File: src/rtl/can_bt_pkg.sv
package can_bt_pkg;
  localparam int BRP_W = 10;
  localparam int TS1_W = 4;
  localparam int TS2_W = 3;
  localparam int SJW_W = 2;

  typedef enum logic [1:0] {
    SEG_SYNC = 2'd0,
    SEG_ONE  = 2'd1,
    SEG_TWO  = 2'd2
  } seg_e;

  typedef struct packed {
    logic             silent;
    logic             loopback;
    logic [3:0]       rsv_hi;
    logic [SJW_W-1:0] sjw;
    logic             rsv_mid;
    logic [TS2_W-1:0] ts2;
    logic [TS1_W-1:0] ts1;
    logic [5:0]       rsv_lo;
    logic [BRP_W-1:0] brp;
  } bt_cfg_t;
endpackage

File: src/rtl/can_bt_prescaler.sv
module can_bt_prescaler #(
  parameter int BRP_W = 10
) (
  input  logic             clk_i,
  input  logic             rst_ni,
  input  logic [BRP_W-1:0] brp_i,
  output logic             tq_tick_o
);
  logic [BRP_W-1:0] cnt_q;

  // >= keeps the divider safe if the prescaler shrinks mid-count
  assign tq_tick_o = (cnt_q >= brp_i);

  always_ff @(posedge clk_i or negedge rst_ni) begin
    if (!rst_ni)        cnt_q <= '0;
    else if (tq_tick_o) cnt_q <= '0;
    else                cnt_q <= cnt_q + BRP_W'(1);
  end

  a_r1_tick_spacing: assert property (@(posedge clk_i) disable iff (!rst_ni)
    (tq_tick_o && brp_i != '0 && $stable(brp_i)) |=> !tq_tick_o);
endmodule

File: src/rtl/can_bt_edge.sv
module can_bt_edge #(
  parameter int STAGES = 1
) (
  input  logic clk_i,
  input  logic rst_ni,
  input  logic rx_i,
  input  logic tx_i,
  input  logic loopback_i,
  output logic bus_o,
  output logic fall_o
);
  logic             sel;
  logic [STAGES-1:0] sync_q;
  logic             prev_q;

  assign sel = loopback_i ? tx_i : rx_i;

  always_ff @(posedge clk_i or negedge rst_ni) begin
    if (!rst_ni) sync_q[0] <= 1'b1;
    else         sync_q[0] <= sel;
  end

  for (genvar i = 1; i < STAGES; i++) begin : g_sync
    always_ff @(posedge clk_i or negedge rst_ni) begin
      if (!rst_ni) sync_q[i] <= 1'b1;
      else         sync_q[i] <= sync_q[i-1];
    end
  end

  assign bus_o = sync_q[STAGES-1];

  always_ff @(posedge clk_i or negedge rst_ni) begin
    if (!rst_ni) prev_q <= 1'b1;
    else         prev_q <= bus_o;
  end

  // recessive (1) to dominant (0)
  assign fall_o = prev_q & ~bus_o;

  a_r5_fall_needs_recessive: assert property (@(posedge clk_i) disable iff (!rst_ni)
    fall_o |=> !fall_o);
endmodule

File: src/rtl/can_bt_seq.sv
module can_bt_seq
  import can_bt_pkg::*;
#(
  parameter int TS1_W = 4,
  parameter int TS2_W = 3,
  parameter int SJW_W = 2
) (
  input  logic             clk_i,
  input  logic             rst_ni,
  input  logic             tq_tick_i,
  input  logic             fall_i,
  input  logic             bus_i,
  input  logic [TS1_W-1:0] ts1_i,
  input  logic [TS2_W-1:0] ts2_i,
  input  logic [SJW_W-1:0] sjw_i,
  output logic             sample_o,
  output logic             bit_start_o,
  output logic             rx_bit_o
);
  localparam int SEG_W = (TS1_W > TS2_W) ? TS1_W : TS2_W;
  localparam int CNT_W = SEG_W + 2;
  localparam logic [CNT_W-1:0] ONE = CNT_W'(1);
  localparam logic [CNT_W-1:0] LIM_MAX = CNT_W'(1 << SJW_W);

  seg_e             seg_q;
  logic [CNT_W-1:0] cnt_q, ext_q, shr_q;
  logic             resynced_q, sample_q, bit_start_q, rx_bit_q;

  logic [CNT_W-1:0] seg1_len, seg2_len, lim, err1, rem2;
  logic [CNT_W-1:0] ext_new, shr_new, ext_eff, shr_eff;
  logic             adj_ok, end1, end2;

  always_comb begin
    seg1_len = CNT_W'(ts1_i) + ONE;
    seg2_len = CNT_W'(ts2_i) + ONE;
    lim      = CNT_W'(sjw_i) + ONE;
    adj_ok   = fall_i && !resynced_q && (seg_q != SEG_SYNC);
    err1     = cnt_q + ONE;
    rem2     = seg2_len - cnt_q;
    ext_new  = (err1 < lim) ? err1 : lim;
    shr_new  = (rem2 < lim) ? rem2 : lim;
    ext_eff  = (adj_ok && seg_q == SEG_ONE) ? ext_new : ext_q;
    shr_eff  = (adj_ok && seg_q == SEG_TWO) ? shr_new : shr_q;
    end1     = (cnt_q + ONE) >= (seg1_len + ext_eff);
    end2     = (cnt_q + ONE + shr_eff) >= seg2_len;
  end

  always_ff @(posedge clk_i or negedge rst_ni) begin
    if (!rst_ni) begin
      seg_q       <= SEG_SYNC;
      cnt_q       <= '0;
      ext_q       <= '0;
      shr_q       <= '0;
      resynced_q  <= 1'b0;
      sample_q    <= 1'b0;
      bit_start_q <= 1'b0;
      rx_bit_q    <= 1'b1;
    end else begin
      sample_q    <= 1'b0;
      bit_start_q <= 1'b0;
      if (adj_ok) begin
        resynced_q <= 1'b1;
        ext_q      <= ext_eff;
        shr_q      <= shr_eff;
      end
      if (tq_tick_i) begin
        unique case (seg_q)
          SEG_SYNC: begin
            seg_q <= SEG_ONE;
            cnt_q <= '0;
          end
          SEG_ONE: begin
            if (end1) begin
              seg_q    <= SEG_TWO;
              cnt_q    <= '0;
              sample_q <= 1'b1;
              rx_bit_q <= bus_i;
            end else begin
              cnt_q <= cnt_q + ONE;
            end
          end
          SEG_TWO: begin
            if (end2) begin
              seg_q       <= SEG_SYNC;
              cnt_q       <= '0;
              bit_start_q <= 1'b1;
              ext_q       <= '0;
              shr_q       <= '0;
              resynced_q  <= 1'b0;
            end else begin
              cnt_q <= cnt_q + ONE;
            end
          end
          default: begin
            seg_q <= SEG_SYNC;
            cnt_q <= '0;
          end
        endcase
      end
    end
  end

  assign sample_o    = sample_q;
  assign bit_start_o = bit_start_q;
  assign rx_bit_o    = rx_bit_q;

  a_r4_strobes_exclusive: assert property (@(posedge clk_i) disable iff (!rst_ni)
    !(sample_q && bit_start_q));
  a_r3_sample_opens_seg2: assert property (@(posedge clk_i) disable iff (!rst_ni)
    sample_q |-> (seg_q == SEG_TWO && cnt_q == '0));
  a_r5_ext_bounded: assert property (@(posedge clk_i) disable iff (!rst_ni)
    ext_q <= LIM_MAX);
  a_r6_shr_bounded: assert property (@(posedge clk_i) disable iff (!rst_ni)
    shr_q <= LIM_MAX);
  a_r7_sync_no_adjust: assert property (@(posedge clk_i) disable iff (!rst_ni)
    (seg_q == SEG_SYNC) |=> (ext_q == '0 && shr_q == '0));
  a_r8_single_resync: assert property (@(posedge clk_i) disable iff (!rst_ni)
    (resynced_q && !(tq_tick_i && seg_q == SEG_TWO)) |=> ($stable(ext_q) && $stable(shr_q)));
endmodule

File: src/rtl/can_bit_timer.sv
module can_bit_timer
  import can_bt_pkg::*;
(
  input  logic        clk_i,
  input  logic        rst_ni,
  input  logic [31:0] cfg_i,
  input  logic        rx_i,
  input  logic        tx_i,
  output logic        tx_o,
  output logic        sample_o,
  output logic        bit_start_o,
  output logic        rx_bit_o,
  output logic        silent_o,
  output logic        loopback_o
);
  bt_cfg_t cfg;
  logic    tq_tick, bus, fall;

  assign cfg        = bt_cfg_t'(cfg_i);
  assign silent_o   = cfg.silent;
  assign loopback_o = cfg.loopback;
  assign tx_o       = cfg.silent ? 1'b1 : tx_i;

  can_bt_prescaler #(.BRP_W(BRP_W)) u_pre (
    .clk_i    (clk_i),
    .rst_ni   (rst_ni),
    .brp_i    (cfg.brp),
    .tq_tick_o(tq_tick)
  );

  can_bt_edge #(.STAGES(1)) u_edge (
    .clk_i     (clk_i),
    .rst_ni    (rst_ni),
    .rx_i      (rx_i),
    .tx_i      (tx_i),
    .loopback_i(cfg.loopback),
    .bus_o     (bus),
    .fall_o    (fall)
  );

  can_bt_seq #(.TS1_W(TS1_W), .TS2_W(TS2_W), .SJW_W(SJW_W)) u_seq (
    .clk_i      (clk_i),
    .rst_ni     (rst_ni),
    .tq_tick_i  (tq_tick),
    .fall_i     (fall),
    .bus_i      (bus),
    .ts1_i      (cfg.ts1),
    .ts2_i      (cfg.ts2),
    .sjw_i      (cfg.sjw),
    .sample_o   (sample_o),
    .bit_start_o(bit_start_o),
    .rx_bit_o   (rx_bit_o)
  );

  a_r10_silent_recessive: assert property (@(posedge clk_i) disable iff (!rst_ni)
    cfg.silent |-> tx_o);
endmodule

File: config.mk
export PLATFORM = sky130hd
export DESIGN_NAME = can_bit_timer
export DESIGN_NICKNAME = d
export VERILOG_FILES = /design/src/rtl/can_bt_pkg.sv /design/src/rtl/can_bt_prescaler.sv /design/src/rtl/can_bt_edge.sv /design/src/rtl/can_bt_seq.sv /design/src/rtl/can_bit_timer.sv
export SDC_FILE = /design/constraint.sdc
export NUM_CORES = 1
export LEC_CHECK = 0
export BUFFER_PORTS_ARGS = -buffer_cell sky130_fd_sc_hd__buf_2
export CAP_MARGIN = 20
export CORE_MARGIN = 1
export CORE_UTILIZATION = 53
export DETAILED_ROUTE_END_ITERATION = 8
export HOLD_SLACK_MARGIN = 0.1
export PLACE_DENSITY_LB_ADDON = 0.1
export REMOVE_ABC_BUFFERS = 1
export SYNTH_ARGS = -nofsm -noshare
export SYNTH_HDL_FRONTEND = slang
export SYNTH_SLANG_ARGS = --single-unit
File: constraint.sdc
create_clock -name clk_i -period 5.1 [get_ports clk_i]
set_clock_uncertainty 0.15 [all_clocks]
set_input_delay 0.765 -clock clk_i [delete_from_list [all_inputs] [get_ports clk_i]]
set_output_delay 0.765 -clock clk_i [all_outputs]
set_load 0.02 [all_outputs]
### Word level (Yosys, flattened, before mapping)

Index checks and enable logic that the tools add are counted.

* register bits after elaboration: 36
* input bits: 36
* logic and storage cells: 70
* output and inout bits: 6

* eq/ne operators: 4
* reductions and logical operators: 9
* bitwise logic cells: 2
* add/sub/neg operators: 8
* $lt $le $gt $ge: 5
* multiplexer cells: 31

Operators by type and width (count)
* two-way mux 6 bit: 14
* adder 6 bit: 2
* >= comparator 6 bit: 2
* < comparator 6 bit: 2
* two-way mux 1 bit: 12
* one-hot mux 6 bit (2 select lines): 1
* adder 10 x 1 -> 10 bit (second input constant): 1
* >= comparator 10 bit: 1
* two-way mux 10 bit: 1
* adder 6 x 1 -> 6 bit (second input constant): 1
* one-hot mux 2 bit (3 select lines): 1
* AND reduction 3 bit: 2
* subtractor 6 bit: 1
* adder 4 x 1 -> 5 bit (second input constant): 1
* adder 3 x 1 -> 4 bit (second input constant): 1
* logical AND 1 bit: 4
* two-way mux 2 bit: 2
* != test 2 x 1 -> 1 bit (second input constant): 2
* adder 2 x 1 -> 3 bit (second input constant): 1
* equality test 2 x 1 -> 1 bit (second input constant): 1
* equality test 2 bit (second input constant): 1
* zero test 2 bit: 1
* nonzero test 2 bit: 1
* bitwise AND 1 bit: 1
* 2 further kinds: 2

### Longest topological paths before layout

* word-level depth: 11
* depth in mapped cells: 22
* mapped depth without buffers: 21

### Cells and area by module

From an unflattened synthesis, not the netlist that was laid out.

* cell total of the unflattened synthesis: 320
* area, all modules: 3031.7 um^2

By module, submodules not included
* can_bt_seq: cells each 235, sequential area each 601.8 um^2, instances 1, area each 2148.3 um^2
* can_bt_prescaler: cells each 78, sequential area each 250.2 um^2, instances 1, area each 788.3 um^2
* can_bt_edge: cells each 4, sequential area each 52.6 um^2, instances 1, area each 73.8 um^2
* can_bit_timer: cells each 3, sequential area each 0.0 um^2, instances 1, area each 21.3 um^2

### Least setup slack after synthesis

No wires, ideal clock.

* path kind: input -> register
* start: input port cfg_i[20]
* end: register u_seq.seg_q[0]
* required time: 4.825 ns
* buffers on the path: 1
* arrival time: 5.051 ns
* path slack: -0.226 ns
* cell stages on the path: 22
* cells stage by stage: ha_1 -> inv_1 -> fa_1 -> inv_1 -> ha_1 -> a21o_1 -> a21oi_1 -> and3_1 -> clkbuf_1 -> mux2i_1 -> or2_2 -> ha_1 -> a21o_1 -> a21oi_1 -> xnor2_1 -> ha_1 -> o21a_1 -> a21oi_1 -> o21ai_0 -> or3b_4 -> o211ai_2 -> mux2_4

* cells in the longest elaborated chain, start to end: 9

RTL lines
* start: declaration: RTL line can_bit_timer.sv:6 `input logic [31:0] cfg_i,`
* adder 3 x 1 -> 4 bit (*): RTL line can_bt_seq.sv:35 `seg2_len = CNT_W'(ts2_i) + ONE;`
* subtractor 6 bit: RTL line can_bt_seq.sv:39 `rem2 = seg2_len - cnt_q;`
* < comparator 6 bit: RTL line can_bt_seq.sv:41 `shr_new = (rem2 < lim) ? rem2 : lim;`
* two-way mux 6 bit: RTL line can_bt_seq.sv:41
* two-way mux 6 bit: RTL line can_bt_seq.sv:43 `shr_eff = (adj_ok && seg_q == SEG_TWO) ? shr_new : shr_q;`
* adder 6 bit: RTL line can_bt_seq.sv:45 `end2 = (cnt_q + ONE + shr_eff) >= seg2_len;`
* >= comparator 6 bit (*): RTL line can_bt_seq.sv:45
* != test 2 x 1 -> 1 bit (no line) (*)
* AND reduction 3 bit (no line) (*)
* end signal: assignment: RTL line can_bt_seq.sv:50 `seg_q <= SEG_SYNC;`
* end signal: assignment: RTL line can_bt_seq.sv:69 `seg_q <= SEG_ONE;`
* end signal: assignment: RTL line can_bt_seq.sv:74 `seg_q <= SEG_TWO;`
* end: declaration: RTL line can_bt_seq.sv:25 `seg_e seg_q;`

Mark *: on every way between the ends. The rest lies on a longest branch, timed or not.
A chain may end at the register's enable or synchronous reset.

### Worst setup path in the final report

Same ends and word-level chain as after synthesis.

==> run metrics <==
status finished, final reports clean; worst slew pin tran 0.792 ns; Worst-path clk slew ~0.070 ns; drt drc 0; critical path cell sequence buf_8 > ha_4 > inv_2 > fa_1 > inv_2 > ha_4 > a21o_1 > a21oi_2 > and3_4 > mux2i_2 > nand2_1 > ha_2 > inv_2 > fa_1 > inv_1 > ha_1 > a211o_1 > a21oi_2 > o21ai_2 > or3b_4 > o211ai_2 > mux2_4; leakage roughly 2.0 nW; Die X approximately 78 µm; clk sinks 36; critical path arrival 5.12 ns; CP startpoint cfg_i[20]; Reg2Reg Launch Point u_seq.cnt_q[0]; peak supply drop between 0.2 and 0.25 mV; first-pass GRT wire length between 10000 and 15000 µm; core area ~5500 µm²; area delta synth->final 30.6%; placed cell area approximately 3500 µm²; most used cell along the critical path inv_2; Initial Util 0.550; FF+latch count, synth 36; Startpoint Class input port; Total Power 1.53 mW; Fin. Hold Viols 0; fin area about 4000 µm²; # rows 27; CP max-delay cell fa_1; Avg Cell Area, Syn around 9.3 µm²; min Tclk post-route roughly 5.1 ns; Chip Height approximately 78 µm; vias per cell approximately 5.2; hold path cells 0; CP max FO 4; top cells by area, synth dfrtp_1, ha_1, inv_1, xnor2_1, nor2_1; initial antenna violation count 0; HP Start u_edge.bus_o; share of layout cells above drive strength 1 0.351; # diodes 0; DPL Wire Length approximately 4800 µm; Final GP Congestion approximately 0.85; sequential area share after synthesis 0.299; Worst slew margin 0.472; die area about 6000 µm²; IO Pins 42; synthesized area ~3000 µm²; part of the cycle the worst path needs 0.998; number of I/O port buffers 30; largest net degree at the start of global routing 37; area leader, netlist dfrtp_1; overall routing resource usage 0.237; Root Buffer clkbuf_8; H-tree depth 2; met3 wire len around 250 µm; DRT Pass-1 Iters 4; number of global-route vias before repair around 2500; WL met2 ~3000 µm; CP Class in -> reg; RSZ-0062 raised after global routing true; cts hold-fix bufs 0; Critical Path RT approximately 5.1 ns; Hold Path Class reg -> reg; top-area cell type share of the netlist area 0.273; met1 WL 3110 µm; f_max 0.196 GHz; top_reg_cell synth dfrtp_1; max-slew violations 0; YS warnings 0; Worst Reg2Reg Path Length in Cells 20; CP top delay family adder cells; top layer in use met4; endpoint class of the critical path flop; async set-reset flop share out of synthesis 1.00; grt ovf 0; pwr/cell area a little under 400 nW/µm²; Cells after Synth between 300 and 400; slowest cell delay on critical path 0.50 ns; Final setup viols 0; nets@finish 492; Synth cell types 55; Layout Utilization 0.718; Max Cap Violations 0; DR WL/cell roughly 14 µm; drt total wl 6480 µm; CTS tree done; total number of vias roughly 2500; cts bufs inserted 5; Detailed Route Iter0 Violations roughly 120; Post-synth EDFFs 0; clock buffer depth 2; Buf/Inv on CP 5; WP depth 22; worst-skew pair later-pin latency around 0.29 ns; Routed Antenna Nets 0
## cell usage in the layout (no fill, tap or decap), types with 4 or more instances in the layout
| cell type | n |
|---|---|
| xor2_1 | 8 |
| nand2_1 | 21 |
| a21o_1 | 8 |
| nand2b_1 | 4 |
| ha_4 | 6 |
| a211oi_1 | 4 |
| nor2b_1 | 7 |
| inv_2 | 5 |
| buf_4 | 48 |
| a21oi_2 | 8 |
| buf_2 | 28 |
| clkbuf_8 | 7 |
| o21ai_1 | 5 |
| nor2_1 | 26 |
| o21ai_0 | 5 |
| inv_1 | 34 |
| ha_1 | 39 |
| xnor2_1 | 14 |
| dfrtp_1 | 33 |
| and2_1 | 7 |
| nand3_1 | 10 |
| a21oi_1 | 9 |
## area by class of cell
cell class	count	area, µm²
Tap cell	72	90.1
Clock buffer	7	96.3
Sequential cell	36	905
Inverter	39	146
Multi-Input combinational cell	243	2120
Timing Repair Buffer	81	569
Clock inverter	1	30.0
Fill cell	433	1550
## worst paths after layout
kind | endpoint | slack, ns
max in group asynchronous | u_seq.shr_q[4] | 3.89
worst min register to register | u_edge.prev_q | 0.24
worst min-delay path | u_edge.prev_q | 0.24
worst max-delay path | u_seq.seg_q[0] | 0.01
worst max register to register | u_seq.seg_q[0] | 0.20
min in group asynchronous | u_seq.shr_q[2] | 0.40
## through the flow
step	TNS, ns	std cells	hold slack [ns]	setup WS [ns]
floorplan	-0.446	318	0.215	-0.134
global placement	-5.66	461	0.230	-0.481
detailed placement	-7.25	461	0.228	-0.555
CTS	-0.0301	478	0.238	-0.0301
global route	-0.354	479	0.245	-0.124
finish	0	479	0.236	0.0108
## sequential cells by signal, summed over array words and instances (netlist names)
signal / cells
u_seq.sample_o: 1
u_seq.shr_q: 6
u_seq.ext_q: 6
u_seq.resynced_q: 1
u_seq.seg_q: 2
u_seq.cnt_q: 6
u_pre.cnt_q: 10
u_edge.prev_q: 1
u_seq.bit_start_o: 1
u_edge.bus_o: 1
u_seq.rx_bit_o: 1
## worst reg2reg max path: stages (launching register included)
cell      delay [ns]
dfrtp_1         0.46
ha_4            0.20
fa_1            0.52
inv_2           0.06
ha_4            0.20
a21o_1          0.18
a21oi_2         0.14
and3_4          0.23
mux2i_2         0.23
nand2_1         0.11
ha_2            0.18
inv_2           0.05
fa_1            0.39
inv_1           0.07
ha_1            0.22
a211o_1         0.30
a21oi_2         0.18
o21ai_2         0.08
or3b_4          0.42
o211ai_2        0.10
mux2_4          0.31
## cell usage after synthesis, drive strengths merged, types with 4 or more instances
library cell and number:
ha 47, inv 39, dfrtp 33, nor2 27, nand2 21, a21oi 17
xnor2 16, nand3 11, o21ai 11, xor2 9, a21o 8, and2 8
nor2b 7, mux2i 6, and3 5, buf 5, a211oi 4, nand2b 4
## per-layer routing
layer / vias to the layer above / global-route usage
met5: - / 0
li1: 1281 / -
met3: 8 / 0.0447
met2: 39 / 0.403
met4: 0 / 0.0660
met1: 1162 / 0.307
## power by group
group / internal [mW] / total (mW) / leakage, nW / switching, mW
logic: 0.440 / 0.848 / 1.48 / 0.408
clock network: 0.173 / 0.277 / 0.0645 / 0.104
registers: 0.343 / 0.410 / 0.439 / 0.0664
## timing repair
action                     CTS  global route
setup endpoints to repair   15            23
gates cloned                 0             0
buffers inserted             9             2
pin swaps                    8            23
resized for setup           20            31
## cell families (layout without fill, tap and decap cells)
logic type      count (synthesis)  in the layout  synth area share
xor+xnor                       26             26            0.0831
mux                             9              9            0.0322
fa+ha+maj                      50             50             0.214
compound gates                 65             65             0.152
simple gates                   93             93             0.154
buf+inv                        47            128            0.0661
flops                          36             36             0.299
No activity file was read; power rests on OpenSTA's default activity.
